## src/rtl/fsup_pkg.sv

```systemverilog
package fsup_pkg;
  typedef enum logic [2:0] {
    FS_OFF,
    FS_START,
    FS_RUN,
    FS_CLAMP,
    FS_LATCH
  } fs_state_e;
endpackage

```

## src/rtl/fsup_sync.sv

```systemverilog
module fsup_sync #(
  parameter int W = 1
) (
  input  logic         clk,
  input  logic         rst_n,
  input  logic [W-1:0] d,
  output logic [W-1:0] q
);
  logic [W-1:0] stage1;
  logic [W-1:0] stage2;

  always_ff @(posedge clk or negedge rst_n) begin
    if (!rst_n) begin
      stage1 <= '0;
      stage2 <= '0;
    end else begin
      stage1 <= d;
      stage2 <= stage1;
    end
  end

  assign q = stage2;
endmodule

```

## src/rtl/fsup_ocp_cmp.sv

```systemverilog
module fsup_ocp_cmp #(
  parameter int SENSE_W  = 7,
  parameter int SETP_W   = 6,
  parameter int SETP_MAX = 30
) (
  input  logic [SENSE_W-1:0] sense,
  input  logic [SETP_W-1:0]  setp,
  input  logic               setp_ok,
  output logic               trip
);
  localparam int DBL_W = SETP_W + 1;
  localparam int CMP_W = (SENSE_W > DBL_W) ? SENSE_W : DBL_W;

  logic [SETP_W-1:0] eff;
  logic [DBL_W-1:0]  dbl;

  always_comb begin
    if (setp_ok && (setp <= SETP_W'(SETP_MAX)))
      eff = setp;
    else
      eff = SETP_W'(SETP_MAX);
    dbl  = {eff, 1'b0};
    trip = CMP_W'(sense) > CMP_W'(dbl);
  end
endmodule

```

## src/rtl/fsup_fsm.sv

```systemverilog
module fsup_fsm
  import fsup_pkg::*;
#(
  parameter int OCP_LIMIT = 2
) (
  input  logic clk,
  input  logic rst_n,
  input  logic ocp,
  input  logic uv,
  input  logic ov_hi,
  input  logic ov_clr,
  input  logic dis,
  input  logic ss_busy,
  output logic restart_req,
  output logic hs_en,
  output logic ls_force,
  output logic latched_off
);
  localparam int CNT_W = $clog2(OCP_LIMIT + 1);

  fs_state_e st, st_nxt;
  logic [CNT_W-1:0] ev_cnt, ev_cnt_nxt;

  always_comb begin
    st_nxt     = st;
    ev_cnt_nxt = ev_cnt;
    if (dis) begin
      st_nxt     = FS_OFF;
      ev_cnt_nxt = '0;
    end else begin
      case (st)
        FS_OFF:   st_nxt = FS_START;
        FS_START: st_nxt = FS_RUN;
        FS_RUN: begin
          if (uv && !ss_busy) begin
            st_nxt = FS_LATCH;
          end else if (ocp) begin
            if (ev_cnt == CNT_W'(OCP_LIMIT - 1)) begin
              st_nxt = FS_LATCH;
            end else begin
              st_nxt     = FS_START;
              ev_cnt_nxt = ev_cnt + 1'b1;
            end
          end else if (ov_hi) begin
            st_nxt = FS_CLAMP;
          end
        end
        FS_CLAMP: if (ov_clr) st_nxt = FS_RUN;
        FS_LATCH: st_nxt = FS_LATCH;
        default:  st_nxt = FS_OFF;
      endcase
    end
  end

  always_ff @(posedge clk or negedge rst_n) begin
    if (!rst_n) begin
      st     <= FS_OFF;
      ev_cnt <= '0;
    end else begin
      st     <= st_nxt;
      ev_cnt <= ev_cnt_nxt;
    end
  end

  assign restart_req = (st == FS_START);
  assign hs_en       = (st == FS_RUN);
  assign ls_force    = (st == FS_CLAMP);
  assign latched_off = (st == FS_LATCH);
endmodule

```

## src/rtl/fault_supervisor.sv

```systemverilog
module fault_supervisor #(
  parameter int SENSE_W   = 7,
  parameter int SETP_W    = 6,
  parameter int SETP_MAX  = 30,
  parameter int OCP_LIMIT = 2
) (
  input  logic               clk,
  input  logic               rst_n,
  input  logic [SENSE_W-1:0] ls_sense,
  input  logic [SETP_W-1:0]  ocset_code,
  input  logic               ocset_valid,
  input  logic               fb_uv,
  input  logic               fb_ov_rise,
  input  logic               fb_ov_clear,
  input  logic               comp_disable,
  input  logic               ss_busy,
  output logic               restart_req,
  output logic               hs_en,
  output logic               ls_force,
  output logic               latched_off
);
  localparam int NSYNC = 5;

  logic             ocp_raw;
  logic [NSYNC-1:0] raw_bits;
  logic [NSYNC-1:0] syn_bits;
  logic             ocp_s, uv_s, ovh_s, ovc_s, dis_s;

  fsup_ocp_cmp #(
    .SENSE_W (SENSE_W),
    .SETP_W  (SETP_W),
    .SETP_MAX(SETP_MAX)
  ) u_cmp (
    .sense  (ls_sense),
    .setp   (ocset_code),
    .setp_ok(ocset_valid),
    .trip   (ocp_raw)
  );

  assign raw_bits = {comp_disable, fb_ov_clear, fb_ov_rise, fb_uv, ocp_raw};

  fsup_sync #(.W(NSYNC)) u_sync (
    .clk  (clk),
    .rst_n(rst_n),
    .d    (raw_bits),
    .q    (syn_bits)
  );

  assign {dis_s, ovc_s, ovh_s, uv_s, ocp_s} = syn_bits;

  fsup_fsm #(.OCP_LIMIT(OCP_LIMIT)) u_fsm (
    .clk        (clk),
    .rst_n      (rst_n),
    .ocp        (ocp_s),
    .uv         (uv_s),
    .ov_hi      (ovh_s),
    .ov_clr     (ovc_s),
    .dis        (dis_s),
    .ss_busy    (ss_busy),
    .restart_req(restart_req),
    .hs_en      (hs_en),
    .ls_force   (ls_force),
    .latched_off(latched_off)
  );
endmodule

```

## config.mk

```make
export PLATFORM = sky130hd
export DESIGN_NAME = fault_supervisor
export DESIGN_NICKNAME = d
export VERILOG_FILES = /design/src/rtl/fsup_pkg.sv /design/src/rtl/fsup_sync.sv /design/src/rtl/fsup_ocp_cmp.sv /design/src/rtl/fsup_fsm.sv /design/src/rtl/fault_supervisor.sv
export SDC_FILE = /design/constraint.sdc
export NUM_CORES = 1
export LEC_CHECK = 0
export BUFFER_PORTS_ARGS = -buffer_cell sky130_fd_sc_hd__buf_4
export CORE_MARGIN = 2
export CORE_UTILIZATION = 40
export DETAILED_ROUTE_END_ITERATION = 16
export HOLD_SLACK_MARGIN = 0.05
export PLACE_DENSITY = 0.62
export REMOVE_ABC_BUFFERS = 1
export SETUP_SLACK_MARGIN = 0.3
export SYNTH_ARGS = -nofsm -noshare
export SYNTH_HDL_FRONTEND = slang
export SYNTH_SLANG_ARGS = --single-unit
```

## constraint.sdc

```tcl
create_clock -name clk -period 1.9 [get_ports clk]
set_input_delay 0.285 -clock clk [delete_from_list [all_inputs] [get_ports clk]]
set_output_delay 0.285 -clock clk [all_outputs]
set_load 0.01 [all_outputs]
```

==> results.yml <==
power_and_ir_drop:
  power.density_nw_per_um2: 658
  peakVddDrop_uv: 337
  p_leak_uw: 0.000504
grt:
  grt_first_pass_wirelength_um: 2420
  grt_max_degree: 16
  grt_usage_pct: 15.6
  grt_pass1_vias: 600
  grt-ovfl-total: 0
  antenna_found_initial: 0
die:
  die_w_um: 47.8
  core_um2: 1760
  io_pins: 25
  fp-row-count: 15
  fp.dieArea_um2: 2280
  initial_core_util_pct: 43.4
  die_h_um: 47.8
timing:
  rsz0062_at_grt: "true"
  fin_crit_ns: 1.57
  clock_skew_ns: 0.00471
  hold_viol_final: 0
  finalSetupTns_ns: 0
  worst_slack_ns: 0.332
  setup_viol: 0
  max_clock_freq_mhz: 638
  maxSlewViolCount: 0
  finalCritPeriodShare_pct: 82.5
synthesis:
  yosys.area_share.adder_pct: 11.4
  synth.ff_latch_count: 15
  netlist_area_um2: 766
  synth.distinct_cells: 27
  ys_warn_count: 0
  syn_area_per_cell_um2: 10.6
  synth-seq-area-share_pct: 49.0
  synth_top_family_by_area: "simple AND/OR/NAND/NOR gates"
  muxShareOfSynthArea_pct: 0
  synth_compound_area_share_pct: 13.1
  synth_xor_area_share_pct: 0
  syn_inst: 72
  synth_simple_gate_area_share_pct: 22.1
layout:
  multiInputGateArea_um2: 368
  fin_nets: 132
  ff_latch_area_um2: 378
  drive_gt1_share_pct: 37.9
  diodes: 0
  fillCellCount: 163
  syn_to_final_growth_pct: 35.6
route:
  dr.pass1.iters: 4
  first_iter_violations: 4
  post_drt_wl_per_cell_um: 10.5
  drc_errors: 0
  routed_wirelength_um: 1350
  vias_per_cell: 4.82
  drtAntennaViolNets: 0
  vias: 617
critical_path:
  worst-setup-path-type: "register to output port"
  critPathMaxFanout: 4
  critPathRequiredTime_ns: 1.62
  cp-startpoint: "u_fsm.st[0]"
  crit_path_end_kind: "output port"
  regToRegStartpoint: "u_fsm.st[0]"
  worstPathArrival_ns: 1.28
  cp-start-kind: "register"
cts:
  clkTransAtPathRegs_ns: 0.09
  clk_latency_ns: 0.28
  cts_root_buf: "clkbuf_4"
  tritoncts: "done"
  htree_levels: 1
  clockBufferDepth: 2
  cts.sinks: 15
  cts_made_buffers: 3
hold_path:
  holdCritStartpoint: "fb_uv"
  holdCritPathClass: "input port to register"
job:
  maxCapViolCount: 0
placement:
  io_buffers: 24
  place_congestion: 0.820
  dp_slack_ns: 0.291
  hpwlAfterDp_um: 1010
outcome:
  outcome: "finished clean"
[cell families after synthesis]
logic type | count (synthesis)
AND/OR/NAND/NOR | 28
AO/OA/AOI/OAI | 15
flip-flops | 15
adder cells (fa/ha/maj) | 7
buffers and inverters | 6
other | 1
[layout by cell type, fill, tap and decap left out, drive strengths merged, types with 3 or more instances in the layout]
| cell type | n |
|---|---|
| a21oi | 5 |
| buf | 27 |
| clkbuf | 3 |
| dfrtp | 15 |
| ha | 7 |
| inv | 5 |
| nand2b | 3 |
| nor2 | 7 |
| nor2b | 3 |
| nor3b | 3 |
[power by group]
part | switching [uW] | internal (uW)
clock network | 105 | 79.9
logic | 65.9 | 81.4
registers | 11.1 | 340
total | 182 | 501
[registers in the layout, summed over array words and instances, names as in the netlist]
signal,count
u_sync.stage1,5
u_fsm.st,3
u_fsm.ev_cnt,2
u_sync.q,5
[layout make-up]
cell class,count,area share [%]
Clock buffer,3,2.17
Clock inverter,1,0.723
Inverter,5,1.81
Multi-Input combinational cell,51,35.4
Sequential cell,15,36.4
Tap cell,25,3.01
Timing Repair Buffer,28,20.5
[critical path: stages (launching register included)]
cell and delay [ns]:
dfrtp_2 0.42, or3b_4 0.41, inv_2 0.07, buf_4 0.11
[stage by stage]
| step | total power [uW] | hold slack, ns | cells | util, % | instance area, um2 |
|---|---|---|---|---|---|
| 3_5_place_dp | 487 | 0.145 | 120 | 54.8 | 966 |
| 6_report | 684 | 0.101 | 128 | 58.9 | 1040 |
| 2_1_floorplan | 424 | -0.0106 | 71 | - | 754 |
| 5_1_grt | 736 | 0.0714 | 128 | 58.9 | 1040 |
| 4_1_cts | 690 | 0.0879 | 128 | 58.4 | 1030 |
| 3_3_place_gp | 486 | 0.144 | 120 | 54.8 | 966 |
[per-layer routing]
metal / track usage (%) / wire length [um]
met5: 0 / 0
met4: 8.11 / 17
met3: 5.66 / 51
met2: 23.2 / 640
met1: 19.7 / 638
[synthesized netlist by cell type]
cell type,number,area (um2)
a21o_1,2,15.0
a31oi_1,2,12.5
ha_1,7,87.6
nor3b_1,3,22.5
conb_1,1,3.75
nor2b_1,3,18.8
nor3_1,2,10.0
or3b_4,1,11.3
and2_2,1,7.51
nand4b_1,1,8.76
nand2b_1,3,18.8
nand2_1,2,7.51
and4_1,1,8.76
o21bai_1,1,7.51
and3b_1,1,8.76
buf_6,1,11.3
or4_1,1,7.51
nand3_1,1,5.00
nand3b_1,1,7.51
a211oi_1,2,15.0
a211o_2,1,10.0
nor2_1,7,26.3
a21oi_1,5,25.0
o211ai_1,1,7.51
inv_1,5,18.8
dfrtp_1,15,375
o31ai_1,1,7.51
[final timing paths]
path	to	slack [ns]	depth (start not counted)
min	u_sync.stage1[1]	0.10	1
max	hs_en	0.33	3
max reg2reg	u_fsm.ev_cnt[0]	0.35	3
min reg2reg	u_sync.q[2]	0.36	0
max in group asynchronous	u_fsm.st[0]	1.32	2
min in group asynchronous	u_sync.stage1[0]	0.39	2
[timing repair]
item | CTS | global route
setup endpoints to repair | 2 | 3
setup buffers | 3 | 0
endpoints found under the hold margin | 15 | 0
hold buffers | 1 | 0
pin swaps | 0 | 1
resized for setup | 3 | 2
Power figures use the tool's default switching activity.
